==> src/rtl/rxb_pkg.sv <==
package rxb_pkg;

  // character and word geometry
  localparam int DATA_W  = 9;
  localparam int MODE_W  = 3;
  localparam int RSVD_W  = 2;
  localparam int WORD_W  = 16;

  // flag positions in the read word (software decodes these)
  localparam int POS_ARB = DATA_W + RSVD_W;   // 11
  localparam int POS_OVR = POS_ARB + 1;       // 12
  localparam int POS_FRM = POS_ARB + 2;       // 13
  localparam int POS_PAR = POS_ARB + 3;       // 14
  localparam int POS_SUM = POS_ARB + 4;       // 15

  // sticky error flag indices and the ones a low-byte read clears
  localparam int ERR_N   = 3;
  localparam int ERR_PAR = 0;
  localparam int ERR_FRM = 1;
  localparam int ERR_OVR = 2;
  localparam logic [ERR_N-1:0] RD_CLR_MASK = 3'b011;

  // next value of a sticky flag: kill dominates, then set, then clear
  function automatic logic sticky_next(input logic cur, input logic set,
                                       input logic clr, input logic kill);
    logic nxt;
    if (kill)      nxt = 1'b0;
    else if (set)  nxt = 1'b1;
    else if (clr)  nxt = 1'b0;
    else           nxt = cur;
    return nxt;
  endfunction

  // port considered active for error tracking
  function automatic logic rx_active(input logic [MODE_W-1:0] mode,
                                     input logic en);
    return (mode != '0) && en;
  endfunction

  // assemble the software view
  function automatic logic [WORD_W-1:0] pack_word(input logic [DATA_W-1:0] d,
                                                  input logic arb,
                                                  input logic [ERR_N-1:0] err);
    logic [WORD_W-1:0] w;
    w                    = '0;
    w[DATA_W-1:0]        = d;
    w[POS_ARB]           = arb;
    w[POS_OVR]           = err[ERR_OVR];
    w[POS_FRM]           = err[ERR_FRM];
    w[POS_PAR]           = err[ERR_PAR];
    w[POS_SUM]           = |err;
    return w;
  endfunction

endpackage

==> src/rtl/rxb_char_latch.sv <==
module rxb_char_latch
  import rxb_pkg::*;
#(
  parameter int DW = DATA_W
) (
  input  logic          clk,
  input  logic          rst_n,
  input  logic          char_done_i,
  input  logic [DW-1:0] char_data_i,
  input  logic          rd_lo_i,
  output logic [DW-1:0] data_o,
  output logic          unread_o,
  output logic          overrun_evt_o
);

  logic [DW-1:0] data_q;
  logic          unread_q;

  // a character arriving on top of an unread one, not rescued by a read this cycle
  assign overrun_evt_o = char_done_i & unread_q & ~rd_lo_i;

  always_ff @(posedge clk or negedge rst_n) begin
    if (!rst_n) begin
      data_q   <= '0;
      unread_q <= 1'b0;
    end else begin
      if (char_done_i) data_q <= char_data_i;
      unread_q <= sticky_next(unread_q, char_done_i, rd_lo_i, 1'b0);
    end
  end

  assign data_o   = data_q;
  assign unread_o = unread_q;

  AST_DATA_LOAD: assert property (@(posedge clk) disable iff (!rst_n)
    char_done_i |=> data_o == $past(char_data_i));

  AST_DATA_HOLD: assert property (@(posedge clk) disable iff (!rst_n)
    !char_done_i |=> $stable(data_o));

  AST_UNREAD_CONSUMED: assert property (@(posedge clk) disable iff (!rst_n)
    rd_lo_i && !char_done_i |=> !unread_o);

endmodule

==> src/rtl/rxb_err_flag.sv <==
module rxb_err_flag #(
  parameter bit READ_CLEARS = 1'b1
) (
  input  logic clk,
  input  logic rst_n,
  input  logic active_i,
  input  logic set_i,
  input  logic rd_lo_i,
  output logic flag_o
);

  logic flag_q;
  logic rd_clr;

  assign rd_clr = READ_CLEARS ? rd_lo_i : 1'b0;

  always_ff @(posedge clk or negedge rst_n) begin
    if (!rst_n) flag_q <= 1'b0;
    else        flag_q <= rxb_pkg::sticky_next(flag_q, set_i, rd_clr, !active_i);
  end

  assign flag_o = flag_q;

  AST_SET_WINS: assert property (@(posedge clk) disable iff (!rst_n)
    active_i && set_i |=> flag_o);

  AST_OFF_QUIET: assert property (@(posedge clk) disable iff (!rst_n)
    !active_i |=> !flag_o);

  generate
    if (READ_CLEARS) begin : g_rd_clr
      AST_READ_CLEARS: assert property (@(posedge clk) disable iff (!rst_n)
        active_i && rd_lo_i && !set_i |=> !flag_o);
    end else begin : g_rd_keep
      AST_READ_KEEPS: assert property (@(posedge clk) disable iff (!rst_n)
        active_i && flag_o |=> flag_o);
    end
  endgenerate

endmodule

==> src/rtl/rxb_arb_flag.sv <==
module rxb_arb_flag (
  input  logic clk,
  input  logic rst_n,
  input  logic set_i,
  input  logic wr_en_i,
  input  logic wr_val_i,
  output logic flag_o
);

  logic flag_q;
  logic wr_clr;

  // only a written zero clears; a written one is a no-op
  assign wr_clr = wr_en_i & ~wr_val_i;

  always_ff @(posedge clk or negedge rst_n) begin
    if (!rst_n) flag_q <= 1'b0;
    else        flag_q <= rxb_pkg::sticky_next(flag_q, set_i, wr_clr, 1'b0);
  end

  assign flag_o = flag_q;

  AST_ARB_SET: assert property (@(posedge clk) disable iff (!rst_n)
    set_i |=> flag_o);

  AST_ARB_W1_KEEP: assert property (@(posedge clk) disable iff (!rst_n)
    flag_o && wr_en_i && wr_val_i |=> flag_o);

  AST_ARB_W0_CLR: assert property (@(posedge clk) disable iff (!rst_n)
    !set_i && wr_en_i && !wr_val_i |=> !flag_o);

endmodule

==> src/rtl/rxb_holding_reg.sv <==
module rxb_holding_reg
  import rxb_pkg::*;
(
  input  logic              clk,
  input  logic              rst_n,
  input  logic [MODE_W-1:0] mode_sel,
  input  logic              rx_enable,
  input  logic              char_done,
  input  logic [DATA_W-1:0] char_data,
  input  logic              char_perr,
  input  logic              char_ferr,
  input  logic              arb_lost,
  input  logic              rd_en,
  input  logic              rd_upper,
  input  logic              wr_en,
  input  logic              wr_arb_bit,
  output logic [WORD_W-1:0] rd_word
);

  // named internal events
  logic              port_active;
  logic              rd_lo;
  logic              overrun_evt;
  logic              unread;
  logic [DATA_W-1:0] data;
  logic [ERR_N-1:0]  err_set;
  logic [ERR_N-1:0]  err_q;
  logic              arb_q;

  assign port_active = rx_active(mode_sel, rx_enable);
  assign rd_lo       = rd_en & ~rd_upper;

  rxb_char_latch #(.DW(DATA_W)) u_latch (
    .clk           (clk),
    .rst_n         (rst_n),
    .char_done_i   (char_done),
    .char_data_i   (char_data),
    .rd_lo_i       (rd_lo),
    .data_o        (data),
    .unread_o      (unread),
    .overrun_evt_o (overrun_evt)
  );

  assign err_set[ERR_PAR] = char_done & char_perr;
  assign err_set[ERR_FRM] = char_done & char_ferr;
  assign err_set[ERR_OVR] = overrun_evt;

  generate
    for (genvar gi = 0; gi < ERR_N; gi++) begin : g_err
      rxb_err_flag #(.READ_CLEARS(RD_CLR_MASK[gi])) u_flag (
        .clk      (clk),
        .rst_n    (rst_n),
        .active_i (port_active),
        .set_i    (err_set[gi]),
        .rd_lo_i  (rd_lo),
        .flag_o   (err_q[gi])
      );
    end
  endgenerate

  rxb_arb_flag u_arb (
    .clk      (clk),
    .rst_n    (rst_n),
    .set_i    (arb_lost),
    .wr_en_i  (wr_en),
    .wr_val_i (wr_arb_bit),
    .flag_o   (arb_q)
  );

  assign rd_word = pack_word(data, arb_q, err_q);

  AST_OFF_WORD_QUIET: assert property (@(posedge clk) disable iff (!rst_n)
    !port_active |=> rd_word[POS_SUM:POS_OVR] == '0);

  AST_OVERRUN_MARK: assert property (@(posedge clk) disable iff (!rst_n)
    port_active && char_done && unread && !rd_lo |=> rd_word[POS_OVR] && rd_word[POS_SUM]);

  AST_HIGH_READ_INERT: assert property (@(posedge clk) disable iff (!rst_n)
    port_active && rd_en && rd_upper && !char_done |=> $stable(rd_word[POS_SUM:POS_OVR]));

  AST_ARB_IGNORES_PORT: assert property (@(posedge clk) disable iff (!rst_n)
    !port_active && !wr_en && !arb_lost |=> $stable(rd_word[POS_ARB]));

endmodule

==> config.mk <==
export PLATFORM = sky130hd
export DESIGN_NAME = rxb_holding_reg
export DESIGN_NICKNAME = d
export VERILOG_FILES = /design/src/rtl/rxb_pkg.sv /design/src/rtl/rxb_char_latch.sv /design/src/rtl/rxb_err_flag.sv /design/src/rtl/rxb_arb_flag.sv /design/src/rtl/rxb_holding_reg.sv
export SDC_FILE = /design/constraint.sdc
export NUM_CORES = 1
export LEC_CHECK = 0
export BUFFER_PORTS_ARGS = -buffer_cell sky130_fd_sc_hd__buf_4
export CORE_MARGIN = 2
export CORE_UTILIZATION = 40
export DETAILED_ROUTE_END_ITERATION = 12
export GPL_TIMING_DRIVEN = 0
export PLACE_DENSITY = 0.76
export RECOVER_POWER = 100
export SLEW_MARGIN = 20
export SYNTH_ARGS = -nofsm -noshare
export SYNTH_HDL_FRONTEND = slang
export SYNTH_SLANG_ARGS = --single-unit
==> constraint.sdc <==
create_clock -name clk -period 0.85 [get_ports clk]
set_input_delay 0.085 -clock clk [delete_from_list [all_inputs] [get_ports clk]]
set_output_delay 0.085 -clock clk [all_outputs]
set_load 0.05 [all_outputs]
==> out/qor.csv <==
metric,value,unit
status,"finished, violations left",
violations,negative setup slack,
die_area,1852,um^2
cap_viol_max_count,0,
skew,0.00005040,ns
dpl.cell_count,96,
clock_path_buffers,2,
synth_area,609.3,um^2
routed_via_density,4.673,
cts_tree,done,
crit_fanout,2,
die_h,43.03,um
wl,1334,um
drive_gt1_share,78.02,%
fin_tns_setup,-2.271,ns
cp-start-kind,flip-flop,
num_vias,500,
rsz0062_at_grt,yes,
die_w,43.03,um
portBuffers,36,
cp.arrival,1.22,ns
yosysSeqAreaShare,57.49,%
fin_crit,1.301,ns
dp_hpwl,923.8,um
pwr-share-comb,36.9,%
peakVddDrop,1.135,mV
clkTransAtPathRegs,0.08,ns
io_pins,39,
hold_viol_final,0,
first_global_vias,539,
rows,14,
start_util,41.41,%
grt_overflow,0,
synth_area_per_cell,14.17,um^2
wire_per_inst,12.47,um
power_density,1694,nW/um^2
yosys_warnings,0,
instances_no_fill,107,
setup_ws,-0.4507,ns
seq_power_share,41.8,%
yosysUniqueCellTypes,14,
gp_congestion,0.6669,
setup_viol,18,
root_buffer,clkbuf_4,
clock_latency,0.28,ns
drtIter0Drc,1,
antenna_found_initial,0,
maxSlewViolCount,0,
coreArea,1471,um^2
grt_start_max_net_pins,15,
p_leak,0.5323,nW
grt_use_met1,18.84,%
antenna_cells,0,
final_nets,115,
syn2layout_area_growth,79.47,%
power.switching,609.2,uW
fin_crit_sh,153.0,%
syn_inst,43,
first_pass_iters,4,
fillerInstances,111,
grt_use_met3,3.404,%
drcViolationCount,0,
cts.sinks,14,
intPower,1.243,mW
worstHoldPathType,in2reg,
ys_seq_elements,14,
finalPower,1.853,mW
crit_type,reg2out,
max_freq,0.7688,GHz
cts_max_level,1,
clockPowerShare,21.3,%
cts_made_buffers,3,
met2_usage,28.79,%
worstPathRequired,0.76,ns
switching_share,32.88,%
grt_pass1_wl,2166,um
grt_usage,16.32,%
ant_nets,0,
end_kind,output port,
busiest_layer,met2,
## cell usage after synthesis
library cell  count  area, um^2
a21o_2            1       8.760
conb_1            1       3.750
a22oi_1           2       15.01
nor2_1            3       11.26
buf_6             1       11.26
dfrtp_1          14       350.3
o31ai_1           1       7.510
or3_1             1       6.260
nand2b_1          2       12.51
a21o_1            1       7.510
mux2_2            3       33.78
a31oi_1           1       6.260
mux2_4            6       90.09
buf_4             6       45.04
## power groups by stage
stage | registers [mW] | logic (mW) | clock network, mW
final | 0.775 | 0.683 | 0.395
after global routing | 0.782 | 0.716 | 0.426
after CTS | 0.772 | 0.668 | 0.412
after detailed placement | 0.778 | 0.582 | 0
after global placement | 0.775 | 0.576 | 0
after floorplan | 0.929 | 0.224 | 0
## registers in the layout, indices dropped and copies added, names as in the netlist
name,cells
g_err.u_flag.flag_o,3
u_arb.flag_o,1
u_latch.data_o,9
u_latch.unread_o,1
## final cells by class
| type | count | area, um^2 | share of cell area [%] |
|---|---|---|---|
| timing repair buffer | 45 | 426.7 | 39.02 |
| sequential | 14 | 361.6 | 33.07 |
| clock buffer | 4 | 26.28 | 2.403 |
| tap | 16 | 20.02 | 1.831 |
| multi-input combinational | 23 | 214.0 | 19.57 |
| buffer | 5 | 45.04 | 4.119 |
## stage by stage
step | worst slack (ns) | utilization, % | hold WS (ns) | cell area [um^2]
global placement | -0.1786 | 62.50 | -0.05748 | 919.6
floorplan | -0.07617 | - | -0.2106 | 629.4
detailed placement | -0.1802 | 62.50 | -0.05675 | 919.6
global route | -0.4813 | 74.32 | 0.01591 | 1094
CTS | -0.4437 | 72.11 | 0.02194 | 1061
finish | -0.4507 | 74.32 | 0.01465 | 1094
## kinds of logic after synthesis
group	Yosys count	share of synthesized area [%]
other cells	1	0.6154
mux	9	20.33
buf+inv	7	9.240
compound gates	6	7.393
flops	14	57.50
simple gates	6	4.928
## timing repair
| item | 4_1_cts | 5_1_grt |
|---|---|---|
| endpoints found under the setup margin | 14 | 19 |
| resized for setup | 19 | 7 |
| hold buffers | 2 | 0 |
| hold endpoints to repair | 15 | 0 |
| cloned | 0 | 0 |
| pin swaps | 0 | 1 |
| setup buffers | 5 | 2 |
## final timing paths
check | start | endpoint | slack, ns | depth (start not counted)
max | g_err[2].u_flag.flag_o | rd_word[15] | -0.45 | 2
min | char_data[4] | u_latch.data_o[4] | 0.01 | 2
max reg2reg | g_err[0].u_flag.flag_o | g_err[0].u_flag.flag_o | -0.05 | 4
min reg2reg | u_latch.unread_o | u_latch.unread_o | 0.50 | 1
max in group asynchronous | rst_n | u_latch.data_o[5] | 0.33 | 2
min in group asynchronous | rst_n | u_latch.data_o[6] | 0.25 | 2
## critical path, cell delays in order, from the launching register on
cell and delay, ns:
dfrtp_1 0.39, or3_4 0.39, buf_6 0.16
## metal layers
layer / vias to the layer above / routed length, um
met5: - / 0
met4: 0 / 19
met3: 2 / 87
met2: 21 / 765
met1: 238 / 462
li1: 239 / -
## cell usage in the layout, fill, tap and decap left out
cell type	instances
conb_1	2
dfrtp_2	9
o31ai_1	1
a21o_2	1
a31oi_1	1
or3_4	1
buf_6	19
dfrtp_1	5
nor2_1	3
a21o_1	1
buf_8	3
dlygate4sd3_1	2
mux2_1	2
clkbuf_2	1
mux2_2	3
mux2_4	4
nand2b_1	2
a22oi_2	2
clkbuf_4	4
clkbuf_1	1
buf_4	24
Note: power is estimated with default switching activity, not from simulation.
